$ cat src/rtl/rxbd_pkg.sv
package rxbd_pkg;
   typedef enum logic [2:0] {
      ST_IDLE,
      ST_FETCH,
      ST_WAIT,
      ST_COLLECT,
      ST_CLOSE
   } rxbd_state_e;

   localparam int BIT_EMPTY = 15;
   localparam int BIT_WRAP  = 13;
   localparam int BIT_LAST  = 11;
   localparam int BIT_ERR   = 0;
   localparam int BD_BYTES  = 8;
   localparam int BD_W      = 64;
endpackage

$ cat src/rtl/rxbd_cfg_check.sv
module rxbd_cfg_check #(
   parameter int BD_AW      = 16,
   parameter int LEN_W      = 16,
   parameter bit WIDE_CHECK = 1'b1
) (
   input  logic [BD_AW-1:0] ring_base,
   input  logic [LEN_W-1:0] max_len,
   input  logic             wide_chars,
   input  logic             enable,
   output logic             base_bad,
   output logic             len_bad,
   output logic             cfg_ok
);
   localparam int ALIGN_BITS = $clog2(rxbd_pkg::BD_BYTES);

   logic odd_bad;

   assign base_bad = |ring_base[ALIGN_BITS-1:0];

   generate
      if (WIDE_CHECK) begin : g_odd_chk
         assign odd_bad = wide_chars & max_len[0];
      end else begin : g_no_odd_chk
         assign odd_bad = 1'b0;
      end
   endgenerate

   assign len_bad = (max_len == '0) | odd_bad;
   assign cfg_ok  = enable & ~base_bad & ~len_bad;
endmodule

$ cat src/rtl/rxbd_datapath.sv
module rxbd_datapath #(
   parameter int LEN_W  = 16,
   parameter int BUF_AW = 32
) (
   input  logic              clk,
   input  logic              rst_n,
   input  logic              open,
   input  logic [BUF_AW-1:0] open_addr,
   input  logic [LEN_W-1:0]  max_len,
   input  logic              take,
   output logic [BUF_AW-1:0] data_ptr,
   output logic [LEN_W-1:0]  nbytes,
   output logic              last_slot
);
   logic [LEN_W-1:0] remain;

   always_ff @(posedge clk or negedge rst_n) begin
      if (!rst_n) begin
         remain   <= '0;
         nbytes   <= '0;
         data_ptr <= '0;
      end else if (open) begin
         remain   <= max_len;
         nbytes   <= '0;
         data_ptr <= open_addr;
      end else if (take) begin
         remain   <= remain - 1'b1;
         nbytes   <= nbytes + 1'b1;
         data_ptr <= data_ptr + 1'b1;
      end
   end

   assign last_slot = (remain == LEN_W'(1));


   no_overflow_chk: assert property (@(posedge clk) disable iff (!rst_n)
      take |-> (remain != '0));


   ptr_step_chk: assert property (@(posedge clk) disable iff (!rst_n)
      (take && !open) |=> (data_ptr == $past(data_ptr) + 1'b1));


   limit_hold_chk: assert property (@(posedge clk) disable iff (!rst_n)
      (!take && !open) |=> $stable(remain));
endmodule

$ cat src/rtl/rxbd_ctrl.sv
module rxbd_ctrl #(
   parameter int BD_AW  = 16,
   parameter int LEN_W  = 16,
   parameter int BUF_AW = 32
) (
   input  logic                      clk,
   input  logic                      rst_n,
   input  logic                      cfg_ok,
   input  logic [BD_AW-1:0]          ring_base,
   input  logic                      rx_valid,
   input  logic                      rx_eof,
   input  logic                      rx_err,
   output logic                      rx_drop,
   output logic                      bd_rd_en,
   output logic [BD_AW-1:0]          bd_rd_addr,
   input  logic [rxbd_pkg::BD_W-1:0] bd_rd_data,
   output logic                      bd_wr_en,
   output logic [BD_AW-1:0]          bd_wr_addr,
   output logic [31:0]               bd_wr_data,
   output logic                      open,
   output logic [BUF_AW-1:0]         open_addr,
   output logic                      take,
   input  logic                      last_slot,
   input  logic [LEN_W-1:0]          nbytes
);
   import rxbd_pkg::*;

   rxbd_state_e      state;
   logic [BD_AW-1:0] ptr;
   logic             reload;
   logic [15:0]      stat_q;
   logic             fin_eof;
   logic             fin_err;
   logic [BD_AW-1:0] cur_addr;
   logic [15:0]      rd_stat;
   logic [15:0]      new_stat;
   logic             close_now;

   assign cur_addr  = reload ? ring_base : ptr;
   assign rd_stat   = bd_rd_data[63:48];
   assign open_addr = bd_rd_data[BUF_AW-1:0];

   assign bd_rd_en   = (state == ST_FETCH);
   assign bd_rd_addr = cur_addr;
   assign open       = (state == ST_WAIT) && rd_stat[BIT_EMPTY];
   assign take       = (state == ST_COLLECT) && rx_valid;
   assign rx_drop    = rx_valid && (state != ST_COLLECT);
   assign close_now  = take && (last_slot || rx_eof || rx_err);

   always_comb begin
      new_stat           = stat_q;
      new_stat[BIT_EMPTY] = 1'b0;
      new_stat[BIT_LAST]  = fin_eof;
      new_stat[BIT_ERR]   = fin_err;
   end

   assign bd_wr_en   = (state == ST_CLOSE);
   assign bd_wr_addr = ptr;
   assign bd_wr_data = {new_stat, 16'(nbytes)};

   always_ff @(posedge clk or negedge rst_n) begin
      if (!rst_n) begin
         state   <= ST_IDLE;
         ptr     <= '0;
         reload  <= 1'b1;
         stat_q  <= '0;
         fin_eof <= 1'b0;
         fin_err <= 1'b0;
      end else begin
         case (state)
            ST_IDLE: begin
               if (cfg_ok) state <= ST_FETCH;
            end
            ST_FETCH: begin
               ptr    <= cur_addr;
               reload <= 1'b0;
               state  <= ST_WAIT;
            end
            ST_WAIT: begin
               if (rd_stat[BIT_EMPTY]) begin
                  stat_q <= rd_stat;
                  state  <= ST_COLLECT;
               end else begin
                  state <= ST_IDLE;
               end
            end
            ST_COLLECT: begin
               if (close_now) begin
                  fin_eof <= rx_eof;
                  fin_err <= rx_err;
                  state   <= ST_CLOSE;
               end
            end
            ST_CLOSE: begin
               if (stat_q[BIT_WRAP]) reload <= 1'b1;
               else ptr <= ptr + BD_AW'(BD_BYTES);
               state <= ST_IDLE;
            end
            default: state <= ST_IDLE;
         endcase
      end
   end


   fetch_align_chk: assert property (@(posedge clk) disable iff (!rst_n)
      bd_rd_en |-> (bd_rd_addr[2:0] == 3'b000));


   wb_empty_chk: assert property (@(posedge clk) disable iff (!rst_n)
      bd_wr_en |-> !bd_wr_data[16 + BIT_EMPTY]);


   close_last_chk: assert property (@(posedge clk) disable iff (!rst_n)
      (bd_wr_en && bd_wr_data[16 + BIT_LAST]) |-> $past(take && rx_eof));


   drop_take_chk: assert property (@(posedge clk) disable iff (!rst_n)
      rx_drop |-> !take);
endmodule

$ cat src/rtl/rxbd_ring_engine.sv
module rxbd_ring_engine #(
   parameter int BD_AW      = 16,
   parameter int LEN_W      = 16,
   parameter int BUF_AW     = 32,
   parameter int DW         = 8,
   parameter bit WIDE_CHECK = 1'b1
) (
   input  logic              clk,
   input  logic              rst_n,
   input  logic              cfg_enable,
   input  logic [BD_AW-1:0]  cfg_ring_base,
   input  logic [LEN_W-1:0]  cfg_max_len,
   input  logic              cfg_wide_chars,
   input  logic              rx_valid,
   input  logic [DW-1:0]     rx_data,
   input  logic              rx_eof,
   input  logic              rx_err,
   output logic              rx_drop,
   output logic              bd_rd_en,
   output logic [BD_AW-1:0]  bd_rd_addr,
   input  logic [63:0]       bd_rd_data,
   output logic              bd_wr_en,
   output logic [BD_AW-1:0]  bd_wr_addr,
   output logic [31:0]       bd_wr_data,
   output logic              mem_wr_en,
   output logic [BUF_AW-1:0] mem_wr_addr,
   output logic [DW-1:0]     mem_wr_data,
   output logic              cfg_base_bad,
   output logic              cfg_len_bad
);
   generate
      if (BD_AW < 4) begin : g_bad_aw
         $error("BD_AW too small for 8-byte descriptors");
      end
      if (LEN_W > 16 || LEN_W < 1) begin : g_bad_len
         $error("LEN_W must fit the 16-bit length field");
      end
      if (BUF_AW > 32 || BUF_AW < 1) begin : g_bad_buf
         $error("BUF_AW must fit the 32-bit address field");
      end
   endgenerate

   logic              cfg_ok;
   logic              open;
   logic [BUF_AW-1:0] open_addr;
   logic              take;
   logic              last_slot;
   logic [LEN_W-1:0]  nbytes;
   logic [BUF_AW-1:0] data_ptr;

   rxbd_cfg_check #(
      .BD_AW(BD_AW), .LEN_W(LEN_W), .WIDE_CHECK(WIDE_CHECK)
   ) u_cfg (
      .ring_base (cfg_ring_base),
      .max_len   (cfg_max_len),
      .wide_chars(cfg_wide_chars),
      .enable    (cfg_enable),
      .base_bad  (cfg_base_bad),
      .len_bad   (cfg_len_bad),
      .cfg_ok    (cfg_ok)
   );

   rxbd_ctrl #(
      .BD_AW(BD_AW), .LEN_W(LEN_W), .BUF_AW(BUF_AW)
   ) u_ctrl (
      .clk       (clk),
      .rst_n     (rst_n),
      .cfg_ok    (cfg_ok),
      .ring_base (cfg_ring_base),
      .rx_valid  (rx_valid),
      .rx_eof    (rx_eof),
      .rx_err    (rx_err),
      .rx_drop   (rx_drop),
      .bd_rd_en  (bd_rd_en),
      .bd_rd_addr(bd_rd_addr),
      .bd_rd_data(bd_rd_data),
      .bd_wr_en  (bd_wr_en),
      .bd_wr_addr(bd_wr_addr),
      .bd_wr_data(bd_wr_data),
      .open      (open),
      .open_addr (open_addr),
      .take      (take),
      .last_slot (last_slot),
      .nbytes    (nbytes)
   );

   rxbd_datapath #(
      .LEN_W(LEN_W), .BUF_AW(BUF_AW)
   ) u_dp (
      .clk      (clk),
      .rst_n    (rst_n),
      .open     (open),
      .open_addr(open_addr),
      .max_len  (cfg_max_len),
      .take     (take),
      .data_ptr (data_ptr),
      .nbytes   (nbytes),
      .last_slot(last_slot)
   );

   assign mem_wr_en   = take;
   assign mem_wr_addr = data_ptr;
   assign mem_wr_data = rx_data;


   wr_excl_chk: assert property (@(posedge clk) disable iff (!rst_n)
      mem_wr_en |-> !(bd_wr_en || bd_rd_en));


   len_block_chk: assert property (@(posedge clk) disable iff (!rst_n)
      (cfg_len_bad || cfg_base_bad) |-> !bd_rd_en);
endmodule

$ cat config.mk
export PLATFORM = sky130hd
export DESIGN_NAME = rxbd_ring_engine
export DESIGN_NICKNAME = d
export VERILOG_FILES = /design/src/rtl/rxbd_pkg.sv /design/src/rtl/rxbd_cfg_check.sv /design/src/rtl/rxbd_datapath.sv /design/src/rtl/rxbd_ctrl.sv /design/src/rtl/rxbd_ring_engine.sv
export SDC_FILE = /design/constraint.sdc
export NUM_CORES = 1
export LEC_CHECK = 0
export ABC_AREA = 1
export BUFFER_PORTS_ARGS = -buffer_cell sky130_fd_sc_hd__buf_2
export CORE_MARGIN = 3
export CORE_UTILIZATION = 48
export CTS_BUF_LIST = sky130_fd_sc_hd__clkbuf_2 sky130_fd_sc_hd__clkbuf_4 sky130_fd_sc_hd__clkbuf_8
export CTS_CLUSTER_DIAMETER = 50
export CTS_CLUSTER_SIZE = 12
export DETAILED_ROUTE_END_ITERATION = 10
export PLACE_DENSITY = 0.85
export REMOVE_ABC_BUFFERS = 1
export SYNTH_ARGS = -nofsm -noshare
export SYNTH_HDL_FRONTEND = slang
export SYNTH_HIERARCHICAL = 1
export SYNTH_SLANG_ARGS = --single-unit
$ cat constraint.sdc
create_clock -name clk -period 1.9 [get_ports clk]
set_input_delay 0.285 -clock clk [delete_from_list [all_inputs] [get_ports clk]]
set_output_delay 0.285 -clock clk [all_outputs]
set_load 0.01 [all_outputs]
[Word-level counts from Yosys, hierarchy flattened]
Index checks and enable logic that the tools add are counted.
Storage, ports and cells
  register bits after elaboration: 101
  input port bits: 111
  output and inout bits: 110
  word-level logic and storage cells: 60
Cells by class
  add/sub/neg operators: 4
  equal/unequal tests: 10
  multiplexer cells: 15
  bitwise operators: 6
  reductions and logical operators: 16
Operators with widths (number)
  $mux 16: 6
  $mux 32: 2
  $add 32x1->32 const B: 1
  $pmux 16 s2: 1
  $add 16x1->16 const B: 1
  $add 16x4->16 const B: 1
  $eq 16x1->1 const B: 1
  $logic_not 16->1: 1
  $sub 16x1->16 const B: 1
  $pmux 3 s4: 1
  $reduce_and 2->1: 5
  $eq 3x2->1 const B: 2
  $mux 3: 2
  $logic_and 1x1->1: 4
  $ne 2x1->1 const B: 2
  $ne 2x2->1 const B: 2
  $reduce_bool 2->1: 2
  $and 1x1->1: 3
  $eq 3x1->1 const B: 1
  $eq 3x3->1 const B: 1
  $logic_not 3->1: 1
  $ne 3x2->1 const B: 1
  $reduce_or 3->1: 1
  $logic_or 1x1->1: 2
  5 further kinds: 6

[Longest topological paths before layout]
  depth after elaboration: 6
  depth in mapped cells: 13
  gate-level depth less buffers: 12

[Modules after synthesis]
The synthesis kept the hierarchy.
Modules (own cells, without submodules)
  rxbd_datapath: times used 1, cells an instance 620, area each 4234.1 µm², sequential area each 1601.5 µm²
  rxbd_ctrl: times used 1, cells an instance 344, area each 2374.8 µm², sequential area each 877.1 µm²
  rxbd_cfg_check: times used 1, cells an instance 23, area each 95.1 µm², sequential area each 0.0 µm²
  rxbd_ring_engine: times used 1, cells an instance 8, area each 60.1 µm², sequential area each 0.0 µm²

[Least setup slack after synthesis]
No wires, ideal clock.
  path kind: register -> register
  start point: register u_ctrl.state[0]
  end point: register u_dp.nbytes[9]
  library setup time: 123 ps
  data arrival time: 1819 ps
  data required time: 1777 ps
  slack: -42 ps
  stages on the path, launching flop included: 13
  path buffers: 2
  clock period less this slack: 1942 ps
  path through: dfrtp_1 nor2_1 nand3_1 inv_2 buf_2 buf_4 nor2_8 inv_2 nand2_2 nor2_1 nand2_1 o21ai_0 a21oi_1
On the way
  cells in the longest elaborated chain, start to end: 3
  elaborated cells between the ends (all ways): 6
  those cells by class: eq/ne (2); mux (1); reduce/logical (3)
RTL lines
  start: declaration: RTL line rxbd_ctrl.sv:28  | rxbd_state_e state;
  start signal: assignment: RTL line rxbd_ctrl.sv:63  | state <= ST_IDLE;
  start signal: assignment: RTL line rxbd_ctrl.sv:72  | if (cfg_ok) state <= ST_FETCH;
  start signal: assignment: RTL line rxbd_ctrl.sv:77  | state <= ST_WAIT;
  $eq 3x2->1 *: RTL line rxbd_ctrl.sv:45  | assign open = (state == ST_WAIT) && rd_stat[BIT_EMPTY];
  $logic_and 1x1->1 *: RTL line rxbd_ctrl.sv:45
  named net open: RTL line rxbd_ring_engine.sv:44  | logic open;
  $mux 16 / $reduce_bool 2->1 (equally long branches)
  end signal: assignment: RTL line rxbd_datapath.sv:28  | nbytes <= nbytes + 1'b1;
  end: declaration: RTL line rxbd_datapath.sv:12  | output logic [LEN_W-1:0] nbytes,
The timed path passes the listed nets; every way through them passes the cells marked *.
A chain may end at the register's enable or synchronous reset.

[Final worst setup path]
  start point: register u_ctrl.reload
  end point: output bd_rd_addr[7]
On the way
  cells in the longest elaborated chain, start to end: 1
RTL lines
  start: declaration: RTL line rxbd_ctrl.sv:30  | logic reload;
  start signal: assignment: RTL line rxbd_ctrl.sv:65  | reload <= 1'b1;
  start signal: assignment: RTL line rxbd_ctrl.sv:76  | reload <= 1'b0;
  start signal: assignment: RTL line rxbd_ctrl.sv:95  | if (stat_q[BIT_WRAP]) reload <= 1'b1;
  $mux 16: RTL line rxbd_ctrl.sv:39  | assign cur_addr = reload ? ring_base : ptr;
  end: declaration: RTL line rxbd_ring_engine.sv:20  | output logic [BD_AW-1:0] bd_rd_addr,
No other way between the ends.

==> flow_summary.toml <==
[run_status]
outcome = "finished, final reports clean"

[pwr]
power.total_mw = 10.2
power_density_nw_per_um2 = 1300
ir_drop_v = 0.000841
p_leak_nw = 4.07

[clock_network]
numClockSinks = 99
numCtsBuffers = 9
cts_tree = "yes"
htreeDepth = 3
clock_latency_ps = 380
clockBufferDepth = 2
path_clk_slew_ps = 110
cts_root_buf = "clkbuf_8"

[global_routing]
overflow = 0
grt_max_degree = 46
grt_util_all_layers_pct = 22.5
grt_pass1_vias = 6248
grt_pass1_wl_um = 29500
antenna_found_initial = 1

[sta]
min_period_ps = 1820
skew_ps = 17.2
setup_viol = 0
rsz0062_at_grt = "true"
final-hold-violation-count = 0
fmax_mhz = 550
slew_viol_final = 0
fin_crit_sh_pct = 95.6

[die]
start_util_pct = 50.1
dieArea_um2 = 15600
die_w_um = 125
core_um2 = 13500
boundaryPins = 221
rows = 42
die_h_um = 125

[final_layout]
fin_util_pct = 58.5
num-fill-cells = 1268
finalNetCount = 1254
layout-drive-gt1-share_pct = 24.5
syn_to_final_growth_pct = 16.7
stdcell_area_um2 = 7900

[place]
dp.final_hpwl_um = 13400
io_buffer_count = 185
gp_congestion = 0.915
place_area_um2 = 7530

[synth]
synthTopCellsByArea = "dfrtp_1, nand2_1, buf_4, nor2_1, inv_1"
seq_area_frac_synth_pct = 36.6
synthCells = 995
yosysTopAreaCell = "dfrtp_1"
syn_area_per_cell_um2 = 6.80
yosysWarningCount = 6
synth-seq-cells = 99
synthDistinctLibCells = 36
synth_top_area_share_pct = 36.3
synth-async-reset-ratio_pct = 100
synth_edf_count = 0
netlist_area_um2 = 6760
synth_ff_type = "dfrtp_1"

[worst_setup_path]
crit_path_cell_trace = "inv_2, or2_2, o21ai_2, inv_1, buf_2"
cp_data_arrival_time_ps = 1530
regToRegStartpoint = "u_ctrl/state[2]"
r2r_cells = 8
worstPathRequired_ps = 1620
cp_max_fo = 3
cpPeakStageDelay_ps = 580
cp-end-kind = "primary output"
critPathLaunchType = "flip-flop"
worstSetupPathType = "flip-flop to primary output"
worstReg2RegEnd = "u_dp/nbytes[12]"
crit_family = "flip-flops"
cp.buffers_inverters = 3
rrSetupSlack_ps = 100
cp_slowest_cell = "dfstp_2"

[drt]
wl_per_cell_um = 13.7
drtIter0Drc = 530
antenna_left = 0
first_pass_iters = 5
vias_per_cell = 5.11
vias = 6742
routed_wl_um = 18000
drt_drc_violations_left = 0

[min_path]
hold_class = "input port to flip-flop"
hold_start = "bd_rd_data[54]"
hold_end = "u_ctrl/stat_q[6]"
whs_path_depth = 3

[run]
drv_cap = 0
## Yosys cell counts (6+ instances only)
| cell type | number |
|---|---|
| nand3_1 | 64 |
| nand4_1 | 14 |
| inv_2 | 6 |
| nor2_4 | 7 |
| clkbuf_1 | 10 |
| nor2_2 | 9 |
| dfrtp_1 | 98 |
| xnor2_1 | 6 |
| a22oi_1 | 34 |
| inv_1 | 88 |
| nor2_1 | 118 |
| xor2_1 | 15 |
| buf_2 | 8 |
| buf_4 | 64 |
| o21ai_0 | 38 |
| a21oi_1 | 14 |
| nand2_1 | 352 |
| nand2_2 | 9 |
## metal layers
metal  part of all wire (%)  routed length, um  track usage (%)  vias up
li1                       -                  -                -     3381
met1                     44               7870             29.3     3094
met2                     48               8660             36.8      247
met3                    7.1               1280             5.92       20
met4                    1.2                210             6.51        0
met5                      0                  0                0        -
## sequential cells by signal (all words and copies together) (netlist names)
| name | cells |
|---|---|
| u_ctrl/bd_wr_addr | 16 |
| u_ctrl/fin_eof | 1 |
| u_ctrl/fin_err | 1 |
| u_ctrl/reload | 1 |
| u_ctrl/stat_q | 13 |
| u_ctrl/state | 3 |
| u_dp/data_ptr | 32 |
| u_dp/nbytes | 16 |
| u_dp/remain | 16 |
## repair_timing
item / 4_1_cts / 5_1_grt
cloned: 0 / 1
endpoints found under the setup margin: 4 / 60
hold buffers: 1 / 0
gates resized for setup: 2 / 23
pin swaps: 0 / 2
buffers inserted: 1 / 7
endpoints found under the hold margin: 27 / 0
## cells by family (layout without fill, tap and decap cells)
kind of cell | after synthesis | after routing | share of synthesized area, %
compound gates | 102 | 102 | 9.29
xor+xnor | 21 | 21 | 2.72
fa+ha+maj | 5 | 5 | 0.925
buf+inv | 180 | 328 | 13.7
flops | 99 | 99 | 36.6
other cells | 1 | 2 | 0.0554
simple gates | 587 | 587 | 36.7
## report_power, final
part	internal, mW	leakage [nW]	switching [mW]
Combinational	1.98	2.70	2.96
Clock	0.645	0.0987	0.772
Sequential	2.91	1.27	0.965
Total	5.53	4.07	4.70
## worst max path at each step
| stage | to | startpoint | slack (ps) | depth (start not counted) |
|---|---|---|---|---|
| after floorplan | u_dp/remain[10] | u_ctrl/state[0] | -890 | 8 |
| after global placement | u_dp/nbytes[10] | u_ctrl/state[2] | 180 | 11 |
| after detailed placement | u_dp/nbytes[10] | u_ctrl/state[2] | 150 | 11 |
| after CTS | bd_rd_addr[6] | u_ctrl/reload | 10 | 5 |
| after global routing | u_dp/nbytes[6] | u_ctrl/state[2] | -30 | 10 |
| final | bd_rd_addr[7] | u_ctrl/reload | 80 | 5 |
## worst reg2reg max path, cell delays in order (launching register included)
cell and delay, ps:
dfrtp_1 410, buf_4 150, nor2_1 160, nand3_2 140
inv_4 140, clkinv_1 270, buf_4 260, nand4_1 80
o21ai_0 80
## through the flow
step | std cells | setup TNS [ps] | hold slack (ps) | setup slack [ps]
after floorplan | 910 | -37540 | -10.6 | -895
after global placement | 1293 | 0 | 242 | 182
after CTS | 1311 | 0 | 69.9 | 11.0
final | 1320 | 0 | 88.2 | 83.3
after global routing | 1320 | -85.0 | 72.1 | -28.3
after detailed placement | 1293 | 0 | 250 | 149
## final cells by class
| class | instances | area [um^2] | area share, % |
|---|---|---|---|
| Timing Repair Buffer | 217 | 1250 | 15.8 |
| Inverter | 95 | 359 | 4.55 |
| Sequential cell | 99 | 2480 | 31.4 |
| Antenna cell | 1 | 2.50 | 0.0317 |
| Clock buffer | 10 | 138 | 1.74 |
| Multi-Input combinational cell | 716 | 3390 | 42.9 |
| Tap cell | 176 | 220 | 2.79 |
| Clock inverter | 6 | 63.8 | 0.808 |
## layout by cell type, fill, tap and decap left out, types with 14 or more instances in the layout
master and count:
a21oi_1 14, a22oi_1 34, buf_2 184, buf_4 25, dfrtp_1 98, inv_1 86
nand2_1 351, nand3_1 63, nand4_1 14, nor2_1 116, o21ai_0 32, xor2_1 15
Note: power is estimated with default switching activity, not from simulation.
